===== src/rtl/oid_lookup.sv =====
module oid_lookup #(
  parameter int ID_W  = 32,
  parameter int IDX_W = 20,
  parameter int DEPTH = 8
) (
  input  logic             clk,
  input  logic             rst_n,
  input  logic             cmd_valid,
  output logic             cmd_ready,
  input  logic [1:0]       cmd_op,
  input  logic [ID_W-1:0]  cmd_id,
  input  logic [IDX_W-1:0] cmd_idx,
  output logic             mem_req,
  output logic             mem_wr,
  output logic [ID_W-1:0]  mem_addr,
  output logic [IDX_W:0]   mem_wdata,
  input  logic             mem_rvalid,
  input  logic [IDX_W:0]   mem_rdata,
  output logic             out_valid,
  input  logic             out_ready,
  output logic [1:0]       out_op,
  output logic [ID_W-1:0]  out_id,
  output logic [IDX_W-1:0] out_idx,
  output logic             out_hit
);
  localparam int AW = (DEPTH > 1) ? $clog2(DEPTH) : 1;
  localparam logic [AW:0] FULL = (AW+1)'(DEPTH);
  localparam logic [1:0] OP_INS = 2'd0;
  localparam logic [1:0] OP_DEL = 2'd2;

  logic [1:0]       q_op  [DEPTH];
  logic [ID_W-1:0]  q_id  [DEPTH];
  logic [IDX_W-1:0] q_idx [DEPTH];
  logic             q_hit [DEPTH];
  logic             q_done[DEPTH];
  logic [AW-1:0]    pq    [DEPTH];

  logic [AW-1:0]   wp, rp, pwp, prp;
  logic [AW:0]     cnt, pend_n;
  logic            del_wr;
  logic [ID_W-1:0] del_addr;

  logic acc, pop, is_ins, is_del, is_rd;

  assign is_ins    = cmd_op == OP_INS;
  assign is_del    = cmd_op == OP_DEL;
  assign cmd_ready = !del_wr && (cnt != FULL);
  assign acc       = cmd_valid && cmd_ready;
  assign is_rd     = acc && !is_ins;
  assign out_valid = (cnt != '0) && q_done[rp];
  assign pop       = out_valid && out_ready;

  assign mem_req   = acc || del_wr;
  assign mem_wr    = del_wr || (acc && is_ins);
  assign mem_addr  = del_wr ? del_addr : cmd_id;
  assign mem_wdata = del_wr ? '0 : {1'b1, cmd_idx};

  assign out_op  = q_op[rp];
  assign out_id  = q_id[rp];
  assign out_idx = q_idx[rp];
  assign out_hit = q_hit[rp];

  always_ff @(posedge clk) begin
    if (!rst_n) begin
      wp <= '0; rp <= '0; pwp <= '0; prp <= '0;
      cnt <= '0; pend_n <= '0;
      del_wr <= 1'b0; del_addr <= '0;
    end else begin
      if (acc) wp <= wp + 1'b1;
      if (pop) rp <= rp + 1'b1;
      if (is_rd) pwp <= pwp + 1'b1;
      if (mem_rvalid) prp <= prp + 1'b1;
      cnt <= cnt + (AW+1)'(acc) - (AW+1)'(pop);
      pend_n <= pend_n + (AW+1)'(is_rd) - (AW+1)'(mem_rvalid);
      del_wr <= acc && is_del;
      if (acc && is_del) del_addr <= cmd_id;
    end
  end

  always_ff @(posedge clk) begin
    if (acc) begin
      q_op[wp]   <= cmd_op;
      q_id[wp]   <= cmd_id;
      q_idx[wp]  <= is_ins ? cmd_idx : '0;
      q_hit[wp]  <= is_ins;
      q_done[wp] <= is_ins;
    end
    if (is_rd) pq[pwp] <= wp;
    if (mem_rvalid) begin
      q_idx[pq[prp]]  <= mem_rdata[IDX_W] ? mem_rdata[IDX_W-1:0] : '0;
      q_hit[pq[prp]]  <= mem_rdata[IDX_W];
      q_done[pq[prp]] <= 1'b1;
    end
  end

  p_no_overflow_r6: assert property (@(posedge clk) disable iff (!rst_n)
    cnt <= FULL);
  p_full_blocks_r6: assert property (@(posedge clk) disable iff (!rst_n)
    (cnt == FULL && !del_wr) |-> !mem_req);
  p_rsp_expected_r9: assert property (@(posedge clk) disable iff (!rst_n)
    mem_rvalid |-> pend_n != '0);
  p_pend_bound_r9: assert property (@(posedge clk) disable iff (!rst_n)
    pend_n <= cnt);
  p_del_clear_r4: assert property (@(posedge clk) disable iff (!rst_n)
    (acc && is_del) |=> (mem_req && mem_wr && !mem_wdata[IDX_W]
                         && mem_addr == $past(cmd_id) && !cmd_ready));
  p_out_hold_r5: assert property (@(posedge clk) disable iff (!rst_n)
    (out_valid && !out_ready) |=> (out_valid && $stable(out_id)
                                   && $stable(out_idx) && $stable(out_op)));
  p_miss_zero_r3: assert property (@(posedge clk) disable iff (!rst_n)
    (out_valid && !out_hit) |-> out_idx == '0);
endmodule


===== config.mk =====
export PLATFORM = sky130hd
export DESIGN_NAME = oid_lookup
export DESIGN_NICKNAME = d
export VERILOG_FILES = /design/src/rtl/oid_lookup.sv
export SDC_FILE = /design/constraint.sdc
export NUM_CORES = 1
export LEC_CHECK = 0
export ABC_AREA = 1
export BUFFER_PORTS_ARGS = -buffer_cell sky130_fd_sc_hd__buf_4
export CELL_PAD_IN_SITES_DETAIL_PLACEMENT = 1
export CELL_PAD_IN_SITES_GLOBAL_PLACEMENT = 1
export CORE_ASPECT_RATIO = 0.75
export CORE_MARGIN = 5
export CORE_UTILIZATION = 42
export CTS_CLUSTER_DIAMETER = 120
export DETAILED_ROUTE_END_ITERATION = 6
export GPL_TIMING_DRIVEN = 0
export HOLD_SLACK_MARGIN = 0.02
export PLACE_DENSITY = 0.73
export SYNTH_ARGS = -nofsm -noshare
export SYNTH_HDL_FRONTEND = slang
export SYNTH_SLANG_ARGS = --single-unit

===== constraint.sdc =====
create_clock -name clk -period 2.2 [get_ports clk]
set_input_delay 0.44 -clock clk [delete_from_list [all_inputs] [get_ports clk]]
set_output_delay 0.44 -clock clk [all_outputs]
set_load 0.02 [all_outputs]

After elaboration in Yosys (flattened, before gate mapping)

Memory sizes are Yosys's and may differ from the RTL's. A register that Yosys moved wholly into a read port is not among the register bits.
Index checks and enable logic that the tools add are counted.

Input bits: 80
Output and inout port bits: 112
Flip-flop bits (word level): 49
Logic and storage cells: 56
Memory bits (writable): 472
Memories kept: 6

Memory list:

| memory | words | bits a word | read ports | clocked after Yosys merged registers in | write ports | line | RTL |
|---|---|---|---|---|---|---|---|
| q_id   | 8     | 32          | 1          | 1                                       | 1           | 32   | `logic [ID_W-1:0] q_id [DEPTH];` |
| q_idx  | 8     | 20          | 1          | 1                                       | 2           | 33   | `logic [IDX_W-1:0] q_idx [DEPTH];` |
| pq     | 8     | 3           | 1          | 1                                       | 1           | 36   | `logic [AW-1:0] pq [DEPTH];` |
| q_op   | 8     | 2           | 1          | 1                                       | 1           | 31   | `logic [1:0] q_op [DEPTH];` |
| q_done | 8     | 1           | 1          | 1                                       | 2           | 35   | `logic q_done[DEPTH];` |
| q_hit  | 8     | 1           | 1          | 1                                       | 2           | 34   | `logic q_hit [DEPTH];` |

Equality and inequality tests: 2
Muxes and demuxes: 22
Reductions and logical operators: 13
Add/subtract/negate cells: 6

Operators with widths:

| kind                                                           | count |
|---|---|
| 20-bit two-way mux                                             | 2 |
| 3-bit two-way mux                                              | 12 |
| 32-bit two-way mux                                             | 1 |
| 21-bit two-way mux                                             | 1 |
| 3-bit by 1-bit adder with 3-bit output (second input constant) | 4 |
| 1-bit logical AND                                              | 7 |
| 1-bit two-way mux                                              | 6 |
| 4-bit by 1-bit adder with 4-bit output                         | 1 |
| 4-bit inequality test (second input constant)                  | 1 |
| 4-bit nonzero test                                             | 1 |
| 4-bit by 1-bit subtractor with 4-bit output                    | 1 |
| 2-bit equality test (second input constant)                    | 1 |
| 1-bit logical NOT                                              | 2 |
| 2-bit logical NOT                                              | 1 |
| 1-bit logical OR                                               | 2 |

Depth between registers and ports, before layout

Depth after elaboration: 6
Gate-level depth with buffers: 17
Gate-level depth less buffers: 15

Worst setup path before layout

No wires, ideal clock.

Path type: register to register
From: register cnt[2]
To: memory q_id[0][0], enable pin
Stages on the path, launching flop included: 8
Path buffers: 0
Setup time: 389 ps
Path slack: -67 ps
Clock period less this slack: 2267 ps
Data required time: 1811 ps
Arrival time: 1879 ps
Path through: dfxtp_1 inv_1 ha_1 nand3_1 nand3_1 nor2_1 nand2_1 inv_1

Word-level cells in the longest chain between the ends: 5

Ends and longest elaborated chain:

| element                                 | line | RTL |
|---|---|---|
| start: declaration                      | 39   | `logic [AW:0] cnt, pend_n;` |
| start signal: assignment                | 73   | `cnt <= cnt + (AW+1)'(acc) - (AW+1)'(pop);` |
| 4-bit inequality test                   | 47   | `assign cmd_ready = !del_wr && (cnt != FULL);` |
| 1-bit logical AND                       | 47   |  |
| 1-bit logical AND                       | 48   | `assign acc = cmd_valid && cmd_ready;` |
| 1-bit two-way mux                       | 81   | `if (acc) begin` |
| 1-bit two-way mux (not written as such) | 83   | `q_id[wp] <= cmd_id;` |
| end: declaration                        | 32   |  |

Every way passes these cells.

==> impl_metrics.env <==
export IMPL_fp_dieH_um=216
export IMPL_syn_num_nets=2553
export IMPL_peakVddDrop_mv=0.733
export IMPL_setup_viol=74
export IMPL_clockPowerShare_pct=23.9
export IMPL_cts_path_max_buffers=3
export IMPL_ys_ff_latch=527
export IMPL_grt_usage_pct=29.1
export IMPL_antenna_found_initial=2
export IMPL_finalCritPeriodShare_pct=128
export IMPL_cp_slowest_cell="dfxtp_2"
export IMPL_grt_first_pass_wirelength_mm=136
export IMPL_slew_headroom_pct=32.6
export IMPL_power_frac_seq_pct=32.7
export IMPL_fin_nets=2879
export IMPL_drtAntennaViolNets=0
export IMPL_ctsRootBufferMaster="clkbuf_16"
export IMPL_syn_area_um2=23800
export IMPL_postCtsHoldBufs=0
export IMPL_clock_latency_ns=0.62
export IMPL_synth_edf_count=464
export IMPL_netlist_top_cells_count="nand2_1 (676), edfxtp_1 (464), nor2_1 (298)"
export IMPL_vias=21300
export IMPL_p_leak_uw=0.0127
export IMPL_critPathMaxStageDelay_ns=0.34
export IMPL_crit_top_cell="buf_12"
export IMPL_worstPathRequired_ns=1.76
export IMPL_cts_made_buffers=53
export IMPL_yosysMostFrequentCell="nand2_1"
export IMPL_fmax_mhz=355
export IMPL_rsz0062_at_grt="true"
export IMPL_place_congestion=0.859
export IMPL_cts_clk_slew_worst_paths_ns=0.07
export IMPL_viasPerCell=5.98
export IMPL_cts_sinks=527
export IMPL_yosys_most_used_dff="edfxtp_1"
export IMPL_syn2layout_area_growth_pct=31.1
export IMPL_yosysSeqAreaShare_pct=63.8
export IMPL_hold_viol=0
export IMPL_yosys_area_top_type="edfxtp_1"
export IMPL_critPathCaptureType="output port"
export IMPL_fill_cells=5968
export IMPL_die_w_um=285
export IMPL_gr_usage_met2_pct=45.9
export IMPL_yosysWarnings=0
export IMPL_core_area_um2=56000
export IMPL_outcome="finished with violations"
export IMPL_wl_per_cell_um=27.5
export IMPL_h_tree_depth=2
export IMPL_cap_violations=0
export IMPL_grt_max_degree=22
export IMPL_drt_wl_total_mm=98.2
export IMPL_design_die_area_um2=61600
export IMPL_dr_pass1_iters=6
export IMPL_yosys_top_cells_area="edfxtp_1 (58%), nand2_1 (11%), o21ai_0 (6.2%)"
export IMPL_placed_cell_area_um2=26200
export IMPL_met1_usage_pct=41.1
export IMPL_period_needed_ns=2.82
export IMPL_synth_distinct_cells=28
export IMPL_postSynthAreaPerCell_um2=9.67
export IMPL_drive_gt1_share_pct=27.3
export IMPL_worst_ep_arrival_time_ns=2.38
export IMPL_drt_initial_drc_count=2786
export IMPL_worst_path_max_fanout=7
export IMPL_met3_usage_pct=4.95
export IMPL_p_sw_share_pct=38.9
export IMPL_cts_tree="done"
export IMPL_dp_hpwl_mm=57.0
export IMPL_fin_skew_ns=0.0137
export IMPL_top_usage_layer="met2"
export IMPL_power_switching_uw=14600
export IMPL_cell_internal_pwr_uw=22900
export IMPL_grt_pass1_vias=21600
export IMPL_synthArstFlopShare_pct=0
export IMPL_postLayoutCellArea_um2=31200
export IMPL_tns_ns=-29.51
export IMPL_netlist_area_leader_share_pct=58.5
export IMPL_overflow=0
export IMPL_critPathKind="flip-flop to output port"
export IMPL_drc=0
export IMPL_worstMarginPinSlew_ns=1.01
export IMPL_start_util_pct=42.5
export IMPL_p_comb_share_pct=43.4
export IMPL_synthCells=2463
export IMPL_p_per_area_nw_per_um2=1200
export IMPL_hold_slack_ns=0.0776
export IMPL_violations="setup timing"
export IMPL_finalWorstSetupSlack_ns=-0.617
export IMPL_crit_chain="buf_8 -> buf_12 -> clkinv_16 -> buf_12 -> clkbuf_16 -> o21ai_2 -> o22ai_1 -> nand2_1 -> nand2_2 -> buf_6"
export IMPL_multi_input_area_um2=8680
export IMPL_num_rows=75
export IMPL_hold_class="primary input to flip-flop"
export IMPL_timing_final_max_slew_violations=0
export IMPL_seqCellArea_um2=15200
export IMPL_cp_start_kind="flip-flop"
export IMPL_ios=192
export IMPL_port_buffers=189
## state kept, by name (all words and copies together) (netlist names), named ones only
| name | cells |
|---|---|
| pq | 24 |
| q_done | 8 |
| q_op | 16 |
| prp | 3 |
| pwp | 3 |
| cnt | 4 |
| del_wr | 1 |
| rp | 3 |
| q_idx | 160 |
| q_id | 256 |
| del_addr | 32 |
| wp | 3 |
| q_hit | 8 |
## through the flow
step | power (uW) | setup slack [ns] | cells | utilization, %
6_report | 37500 | -0.617 | 3566 | 55.7
5_1_grt | 38700 | -0.660 | 3566 | 55.7
4_1_cts | 35500 | -0.543 | 3534 | 53.4
3_5_place_dp | 23900 | -1.10 | 3383 | 46.8
3_3_place_gp | 23500 | -1.08 | 3383 | 46.8
2_1_floorplan | 18900 | 0.00718 | 2463 | -
## final cells by class
cell class              instances  share of cell area [%]
flip-flops and latches        527                    48.7
multi-input cells            1641                    27.8
repair buffers                256                    8.06
plain buffers                 161                    5.08
clock buffers                  81                    4.95
well taps                     731                    2.93
inverters                     141                    1.93
clock inverters                19                   0.365
repair inverters                8                   0.192
diodes                          1                 0.00801
## power by group through the flow
stage                     sequential [uW]  clock, uW  combinational, uW
after floorplan                     12300          0               6560
after global placement              12400          0              11100
after detailed placement            12400          0              11500
after CTS                           12200       8910              14400
after global routing                12300       9400              17000
final                               12300       8980              16300
## layer usage
layer	up-vias	wire [um]
met1	10700	39700
met2	1306	44700
met5	-	13
met4	2	3750
li1	9087	-
met3	264	10000
## cells by family after synthesis
family | after synthesis | synth area share, %
AOI/OAI and AO/OA | 447 | 9.97
buffers and inverters | 304 | 5.53
xor gates and xnor gates | 2 | 0.0735
DFF | 527 | 63.8
adders and majority gates | 10 | 0.557
and+or+nand+nor | 1173 | 20.1
## worst paths after layout
check	endpoint	depth (start not counted)	slack, ns	startpoint
max reg2reg	cnt[1]	17	-0.44	flip-flop
min reg2reg	del_addr[16]	2	0.46	del_addr[16]
min	q_id[0][29]	1	0.08	cmd_id[29]
max	out_op[0]	10	-0.62	flip-flop
## critical path: cells and delay by family, from the launching register on
kind | cells | cell delay, ns
AOI/OAI and AO/OA | 2 | 0.23
buffers and inverters | 6 | 0.86
DFF | 1 | 0.34
and+or+nand+nor | 2 | 0.29
## placed cells by master (no fill, tap or decap), types with 32 or more instances in the layout
cell,n
a21oi_1,44
buf_2,32
buf_4,180
buf_6,81
clkbuf_16,75
dfxtp_1,55
edfxtp_1,464
inv_1,120
nand2_1,610
nand2_2,55
nand3_1,169
nor2_1,246
nor2_2,39
o21ai_0,166
o21ai_1,58
o21ai_2,47
o22ai_1,77
o22ai_2,33
## repair_timing
action                                  4_1_cts  5_1_grt
resized for setup                           476      329
cloned                                       17       14
endpoints found under the setup margin      639      612
buffers inserted                             35       19
pin swaps                                    48       37
(Power assumes the default switching activity.)
